**src/rtl/smap_pkg.sv**
```systemverilog
package smap_pkg;
    localparam int ADDR_W = 32;
    typedef logic [ADDR_W-1:0] addr_t;

    typedef enum logic [1:0] {
        ST_IDLE   = 2'd0,
        ST_FINFO  = 2'd1,
        ST_OFFMAP = 2'd2,
        ST_SENS   = 2'd3
    } smap_state_e;

    localparam int FINFO_BYTES  = 4;
    localparam int OFFMAP_BYTES = 2;
endpackage

```
**src/rtl/smap_byte_asm.sv**
```systemverilog
module smap_byte_asm #(
    parameter  int NBYTES = 4,
    localparam int IW     = (NBYTES > 1) ? $clog2(NBYTES) : 1,
    localparam int WW     = NBYTES * 8
) (
    input  logic [WW-1:0] word_i,
    input  logic [IW-1:0] sel_i,
    input  logic          wr_i,
    input  logic [7:0]    byte_i,
    output logic [WW-1:0] word_o
);
    // one lane per byte; lane 0 is the lowest address (little-endian)
    for (genvar g = 0; g < NBYTES; g++) begin : g_lane
        assign word_o[g*8 +: 8] = (wr_i && (sel_i == IW'(g))) ? byte_i : word_i[g*8 +: 8];
    end
endmodule

```
**src/rtl/smap_addr_gen.sv**
```systemverilog
module smap_addr_gen
    import smap_pkg::*;
#(
    parameter int FRAME_W = 16,
    parameter int BYTE_W  = 16
) (
    input  smap_state_e        phase_i,
    input  logic [1:0]         idx_i,
    input  logic [FRAME_W-1:0] frame_i,
    input  logic [BYTE_W-1:0]  byte_i,
    input  logic [2:0]         bit_i,
    input  logic [15:0]        data_off_i,
    input  logic [15:0]        map_idx_i,
    input  logic [15:0]        oval_i,
    input  addr_t              frame_base_i,
    input  addr_t              offmap_base_i,
    input  addr_t              offmap_len_i,
    input  addr_t              sens_base_i,
    output addr_t              addr_o
);
    addr_t rec_off;
    addr_t bit_slot;
    addr_t map_off;
    addr_t base;

    always_comb begin
        rec_off  = addr_t'(frame_i) << 2;
        bit_slot = ((addr_t'(byte_i) << 3) + addr_t'(bit_i)) << 1;
        map_off  = addr_t'(map_idx_i) * offmap_len_i;
        case (phase_i)
            ST_FINFO:  base = frame_base_i + rec_off;
            ST_OFFMAP: base = offmap_base_i + map_off + bit_slot;
            ST_SENS:   base = sens_base_i + addr_t'(data_off_i) + addr_t'(oval_i >> 3);
            default:   base = '0;
        endcase
        addr_o = base + addr_t'(idx_i);
    end
endmodule

```
**src/rtl/smap_lookup_engine.sv**
```systemverilog
module smap_lookup_engine
    import smap_pkg::*;
#(
    parameter int FRAME_W = 16,
    parameter int BYTE_W  = 16
) (
    input  logic               clk,
    input  logic               rst,
    input  logic               start,
    input  logic [FRAME_W-1:0] frame_num,
    input  logic [BYTE_W-1:0]  byte_num,
    input  logic [2:0]         bit_num,
    output logic               busy,
    output logic               done,
    output logic               critical,
    output logic               mem_rd_req,
    output logic [31:0]        mem_rd_addr,
    input  logic               mem_rd_valid,
    input  logic [7:0]         mem_rd_data,
    input  logic [31:0]        cfg_frame_base,
    input  logic [31:0]        cfg_offmap_base,
    input  logic [31:0]        cfg_offmap_len,
    input  logic [31:0]        cfg_sens_base
);
    localparam int FW = FINFO_BYTES * 8;
    localparam int OW = OFFMAP_BYTES * 8;
    localparam logic [1:0] FINFO_LAST  = 2'(FINFO_BYTES - 1);
    localparam logic [1:0] OFFMAP_LAST = 2'(OFFMAP_BYTES - 1);

    typedef struct packed {
        smap_state_e        st;
        logic [1:0]         idx;
        logic               req;
        logic               done;
        logic               crit;
        logic [FRAME_W-1:0] frame;
        logic [BYTE_W-1:0]  bytn;
        logic [2:0]         bitn;
        logic [FW-1:0]      fword;
        logic [OW-1:0]      oval;
        addr_t              addr;
    } regs_t;

    regs_t r_q, r_nx, r_d;
    logic [FW-1:0] fword_asm;
    logic [OW-1:0] oval_asm;
    addr_t         next_addr;

    smap_byte_asm #(.NBYTES(FINFO_BYTES)) u_finfo_asm (
        .word_i (r_q.fword),
        .sel_i  (r_q.idx),
        .wr_i   ((r_q.st == ST_FINFO) && mem_rd_valid),
        .byte_i (mem_rd_data),
        .word_o (fword_asm)
    );

    smap_byte_asm #(.NBYTES(OFFMAP_BYTES)) u_oval_asm (
        .word_i (r_q.oval),
        .sel_i  (r_q.idx[0]),
        .wr_i   ((r_q.st == ST_OFFMAP) && mem_rd_valid),
        .byte_i (mem_rd_data),
        .word_o (oval_asm)
    );

    // sequencing: next values except the address
    always_comb begin
        r_nx      = r_q;
        r_nx.done = 1'b0;
        unique case (r_q.st)
            ST_IDLE: begin
                if (start) begin
                    r_nx.st    = ST_FINFO;
                    r_nx.idx   = '0;
                    r_nx.req   = 1'b1;
                    r_nx.frame = frame_num;
                    r_nx.bytn  = byte_num;
                    r_nx.bitn  = bit_num;
                end
            end
            ST_FINFO: begin
                if (mem_rd_valid) begin
                    r_nx.fword = fword_asm;
                    if (r_q.idx == FINFO_LAST) begin
                        r_nx.st  = ST_OFFMAP;
                        r_nx.idx = '0;
                    end else begin
                        r_nx.idx = r_q.idx + 2'd1;
                    end
                end
            end
            ST_OFFMAP: begin
                if (mem_rd_valid) begin
                    r_nx.oval = oval_asm;
                    if (r_q.idx == OFFMAP_LAST) begin
                        r_nx.st  = ST_SENS;
                        r_nx.idx = '0;
                    end else begin
                        r_nx.idx = r_q.idx + 2'd1;
                    end
                end
            end
            ST_SENS: begin
                if (mem_rd_valid) begin
                    r_nx.crit = mem_rd_data[r_q.oval[2:0]];
                    r_nx.done = 1'b1;
                    r_nx.req  = 1'b0;
                    r_nx.st   = ST_IDLE;
                end
            end
            default: r_nx.st = ST_IDLE;
        endcase
    end

    smap_addr_gen #(.FRAME_W(FRAME_W), .BYTE_W(BYTE_W)) u_addr_gen (
        .phase_i       (r_nx.st),
        .idx_i         (r_nx.idx),
        .frame_i       (r_nx.frame),
        .byte_i        (r_nx.bytn),
        .bit_i         (r_nx.bitn),
        .data_off_i    (r_nx.fword[31:16]),
        .map_idx_i     (r_nx.fword[15:0]),
        .oval_i        (r_nx.oval),
        .frame_base_i  (cfg_frame_base),
        .offmap_base_i (cfg_offmap_base),
        .offmap_len_i  (cfg_offmap_len),
        .sens_base_i   (cfg_sens_base),
        .addr_o        (next_addr)
    );

    always_comb begin
        r_d = r_nx;
        if (r_nx.st != ST_IDLE) begin
            r_d.addr = next_addr;
        end
    end

    always_ff @(posedge clk) begin
        if (rst) begin
            r_q <= '0;
        end else begin
            r_q <= r_d;
        end
    end

    assign busy        = (r_q.st != ST_IDLE);
    assign done        = r_q.done;
    assign critical    = r_q.crit;
    assign mem_rd_req  = r_q.req;
    assign mem_rd_addr = r_q.addr;

    // checks on the sequencing above
    assert_req_held_R7: assert property (@(posedge clk) disable iff (rst)
        (mem_rd_req && !mem_rd_valid) |=> (mem_rd_req && $stable(mem_rd_addr)));
    assert_req_in_busy_R7: assert property (@(posedge clk) disable iff (rst)
        mem_rd_req |-> busy);
    assert_done_pulse_R8: assert property (@(posedge clk) disable iff (rst)
        done |=> !done);
    assert_done_idle_R8: assert property (@(posedge clk) disable iff (rst)
        done |-> (!busy && !mem_rd_req));
    assert_crit_hold_R8: assert property (@(posedge clk) disable iff (rst)
        !done |-> $stable(critical));
    assert_start_ignored_R9: assert property (@(posedge clk) disable iff (rst)
        (busy && start) |=> ($stable(r_q.frame) && $stable(r_q.bytn) && $stable(r_q.bitn)));
    assert_start_accept_R2: assert property (@(posedge clk) disable iff (rst)
        (!busy && start) |=> (busy && mem_rd_req));
endmodule

```
**config.mk**
```make
export PLATFORM = sky130hd
export DESIGN_NAME = smap_lookup_engine
export DESIGN_NICKNAME = d
export VERILOG_FILES = /design/src/rtl/smap_pkg.sv /design/src/rtl/smap_byte_asm.sv /design/src/rtl/smap_addr_gen.sv /design/src/rtl/smap_lookup_engine.sv
export SDC_FILE = /design/constraint.sdc
export NUM_CORES = 1
export LEC_CHECK = 0
export ABC_AREA = 1
export BUFFER_PORTS_ARGS = -buffer_cell sky130_fd_sc_hd__buf_2
export CORE_ASPECT_RATIO = 0.75
export CORE_UTILIZATION = 25
export CTS_CLUSTER_DIAMETER = 60
export CTS_CLUSTER_SIZE = 30
export DETAILED_ROUTE_END_ITERATION = 6
export HOLD_SLACK_MARGIN = 0.03
export PLACE_DENSITY = 0.47
export SYNTH_ARGS = -nofsm -noshare
export SYNTH_HDL_FRONTEND = slang
export SYNTH_HIERARCHICAL = 1
export SYNTH_SLANG_ARGS = --single-unit
```
**constraint.sdc**
```tcl
create_clock -name clk -period 11.1 [get_ports clk]
set_input_delay 1.11 -clock clk [delete_from_list [all_inputs] [get_ports clk]]
set_output_delay 1.11 -clock clk [all_outputs]
set_load 0.1 [all_outputs]
```
Yosys cells after proc, flatten, opt, wreduce, memory -nomap -nowiden
Cells that the tools add are included.

cells by class
  multipliers = 1
  $lt $le $gt $ge = 1
  reduce and logical (&&, ||, !) cells = 17
  equality and inequality tests = 11
  bitwise logic cells = 2
  mux-type cells = 27
  $add $sub $neg = 8

operator list
  operator              count
  $pmux W32 S3          1
  $mux W35              2
  $add A32 B32 Y32      2
  $mux W32              2
  $mux W8               6
  $add A32 B13 Y32      1
  $add A32 B16 Y32      1
  $add A32 B18 Y32      1
  $add A32 B2 Y32       1
  $mul A16 B32 Y32      1
  $mux W16              2
  $add A19 B3 Y20       1
  $eq A2 B2 Y1 const B  6
  $mux W2               5
  $logic_and A1 B1 Y1   8
  $mux W4               2
  $pmux W2 S4           1
  $eq A2 B1 Y1 const B  3
  $pmux W2 S3           1
  $reduce_and A3 Y1     2
  $reduce_bool A2 Y1    3
  $mux W5               1
  $logic_not A2 Y1      2
  $lt A3 B4 Y1 const B  1
  9 further kinds       11

word-level totals
  register bits = 122
  output and inout port bits = 36
  word-level logic and storage cells = 79
  input bits = 175

Depth between registers and ports, before layout
  word-level depth = 11
  depth in mapped cells = 48
  gate-level depth less buffers = 45

Hierarchy
Netlist, hierarchy kept.

modules (own cells, without submodules)
  module                       area each (um^2)  times used  cells each  seq. area each (um^2)
  smap_addr_gen                19,670.1          1           3,101       0.0
  smap_lookup_engine           5,815.6           1           827         2,442.3
  smap_byte_asm (u_finfo_asm)  606.8             1           111         0.0
  smap_byte_asm (u_oval_asm)   262.8             1           54          0.0

Least setup slack after synthesis
Ideal clock, no wire load.

  path type = in2reg
  start = input mem_rd_valid
  end = register r_q, in the netlist mem_rd_addr[31]
  path slack = 3,152 ps
  setup time = 113 ps
  path buffers = 6
  arrival time = 7,835 ps
  data required time = 10,987 ps
  stages = 41
  cell sequence = buf_4 -> nand3_2 -> inv_2 -> clkbuf_2 -> buf_6 -> buf_4 -> nand3_1 -> nand2_1 -> o21ai_0 -> inv_1 -> clkbuf_1 -> buf_1 -> nand2_1 -> fa_1 -> inv_1 -> fa_1 -> inv_1 -> fa_1 -> (+5 left out) -> inv_1 -> ha_1 -> nand2_1 -> nor2_1 -> and2_1 -> nand3_1 -> nand4_1 -> nand3_1 -> nand3_1 -> nand2_1 -> nor2_1 -> nand2_1 -> nor2_1 -> nand2_1 -> nand2_1 -> nand2_1 -> nor2_1 -> nor2_1

RTL lines
  what                  RTL line                   RTL
  from (decl)           smap_lookup_engine.sv:18   input logic mem_rd_valid,
  to (signal assigned)  smap_lookup_engine.sv:141  r_q <= r_d;
  to (decl)             smap_lookup_engine.sv:44   regs_t r_q, r_nx, r_d;

==> out/results.ini <==
[cells_and_area]
final_cells = 5589
multi_input_area_um2 = 18830
area_delta_synth_final_pct = 10.23
final_cell_mix = 1246 x nand2_1, 1079 x inv_1, 368 x fa_1
diodes = 0
seqCellArea_um2 = 2442
fillers = 11775
final_net_count = 4834
drive_gt1_share_pct = 9.391
layout_commonest_cell = nand2_1
fin_area_um2 = 29040

[clock_tree]
cts_resized = 0
htree_levels = 4
ctsRootBufferMaster = clkbuf_16
cts.hold.buffers_added = 0
cts_tree = yes
clk_latency_ns = 0.53
clk_pin_slew_ns = 0.07
postCtsSetupBuffers = 0
cts-buffers-inserted = 17
clk_path_buf_depth = 2
clock_sinks = 122

[drt]
wire_per_inst_um = 17.32
drt_pre_antenna_iters = 7
vias_per_cell = 4.364
final_antenna_net_count = 0
drt_iter0_drc = 1769
vias = 24392
drc = 1
finalWirelength_um = 96780

[pwr]
p_per_area_nw_per_um2 = 305.6
power.leakage_nw = 16.78
ir_drop_mv = 0.3281

[floorplanning]
die_h_um = 283.1
die-area_um2 = 106700
start_util_pct = 25.39
die_w_um = 376.8
coreArea_um2 = 103800
ios = 211
placementRows = 102

[yosys]
syn_avg_cell_area_um2 = 6.440
yosysWarnings = 6
syn_area_um2 = 26340
synth_fp_nets = 4752
synthCells = 4090

[grt]
grt_pass1_vias = 23894
track_usage_pct = 18.55
grt_pass1_wl_um = 148900
grt_max_degree = 65
gr-total-overflow = 0
grt_antenna_before_repair = 2

[outcome]
violations = design-rule violations
status = finished, violations left

[worst_setup_path]
cp_slowest_cell = inv_1
critical_path_class = in2reg
end_kind = flop
critPathBufInv = 11
crit_path_frequent_cell = nand2_1
regToRegSetupSlack_ns = 2.26
crit_required_ns = 11.50
startpoint_type = input pin
critPathTopFamily = adder cells
max_stage_delay_ns = 0.75
cp.arrival_ns = 9.46
cp_max_fo = 33

[sta]
relSlewSlack_pct = 23.15
timing.hold.ws_ns = 0.4690
finalSetupViolations = 0
fmax_mhz = 110.4
timing_hold_violations_final = 0
maxSlewViolCount = 0
fin_crit_sh_pct = 81.63
finalSetupTns_ns = 0
tightest_slew_ns = 1.152
rsz0062_at_grt = no
fin_crit_ns = 9.061
skew_ns = 0.02911

[placed_design]
dp.cells = 5557
dp_hpwl_um = 79780
placed_area_um2 = 28440
place_congestion = 0.9014
placement.io_buffers = 210

[run]
maxCapViolations = 0

[hold_path]
hold_class = reg2reg

## area by class of cell
type | instances | area share [%]
sequential | 122 | 8.412
clock buffer | 18 | 1.513
tap | 1404 | 6.050
timing repair buffer | 240 | 4.404
multi-input combinational | 2695 | 64.85
inverter | 1096 | 14.22
clock inverter | 14 | 0.5516
## per-stage QoR
| step | total power, mW | utilization (%) | setup WS (ns) |
|---|---|---|---|
| floorplan | 6.038 | - | 3.152 |
| global placement | 8.256 | 27.41 | 1.642 |
| detailed placement | 8.234 | 27.41 | 1.645 |
| CTS | 8.925 | 27.98 | 2.185 |
| global route | 10.14 | 27.98 | 1.492 |
| finish | 8.874 | 27.98 | 2.039 |
## final timing paths
check / start / end / cells after the start
setup / recovery: mem_rd_valid / mem_rd_addr[31] / 40
hold / removal: mem_rd_req / mem_rd_req / 2
setup reg to reg: r_q[121] / mem_rd_addr[31] / 40
hold reg to reg: mem_rd_req / mem_rd_req / 2
## where the power goes
group | total (mW) | internal, mW | switching [mW]
logic | 7.75 | 2.60 | 5.15
clock network | 0.617 | 0.340 | 0.277
registers | 0.505 | 0.479 | 0.0261
total | 8.87 | 3.42 | 5.45
## layer usage
metal	part of all wire (%)	track usage (%)	vias up
li1	-	-	12053
met4	1.3	3.161	4
met5	0.024	0	-
met3	6.4	3.496	66
met1	50	27.68	11602
met2	42	27.72	667
## tightest hold or removal path, delay by kind of cell, from the launching register on
| family | cells | cell delay, ns |
|---|---|---|
| AO/OA/AOI/OAI | 1 | 0.05 |
| flip-flops | 1 | 0.31 |
| AND/OR/NAND/NOR | 1 | 0.06 |
## flip-flops by register name, indices dropped and copies added, names as in the netlist
signal	flops
r_q	87
mem_rd_addr	32
critical	1
done	1
mem_rd_req	1
(Power assumes the default switching activity.)
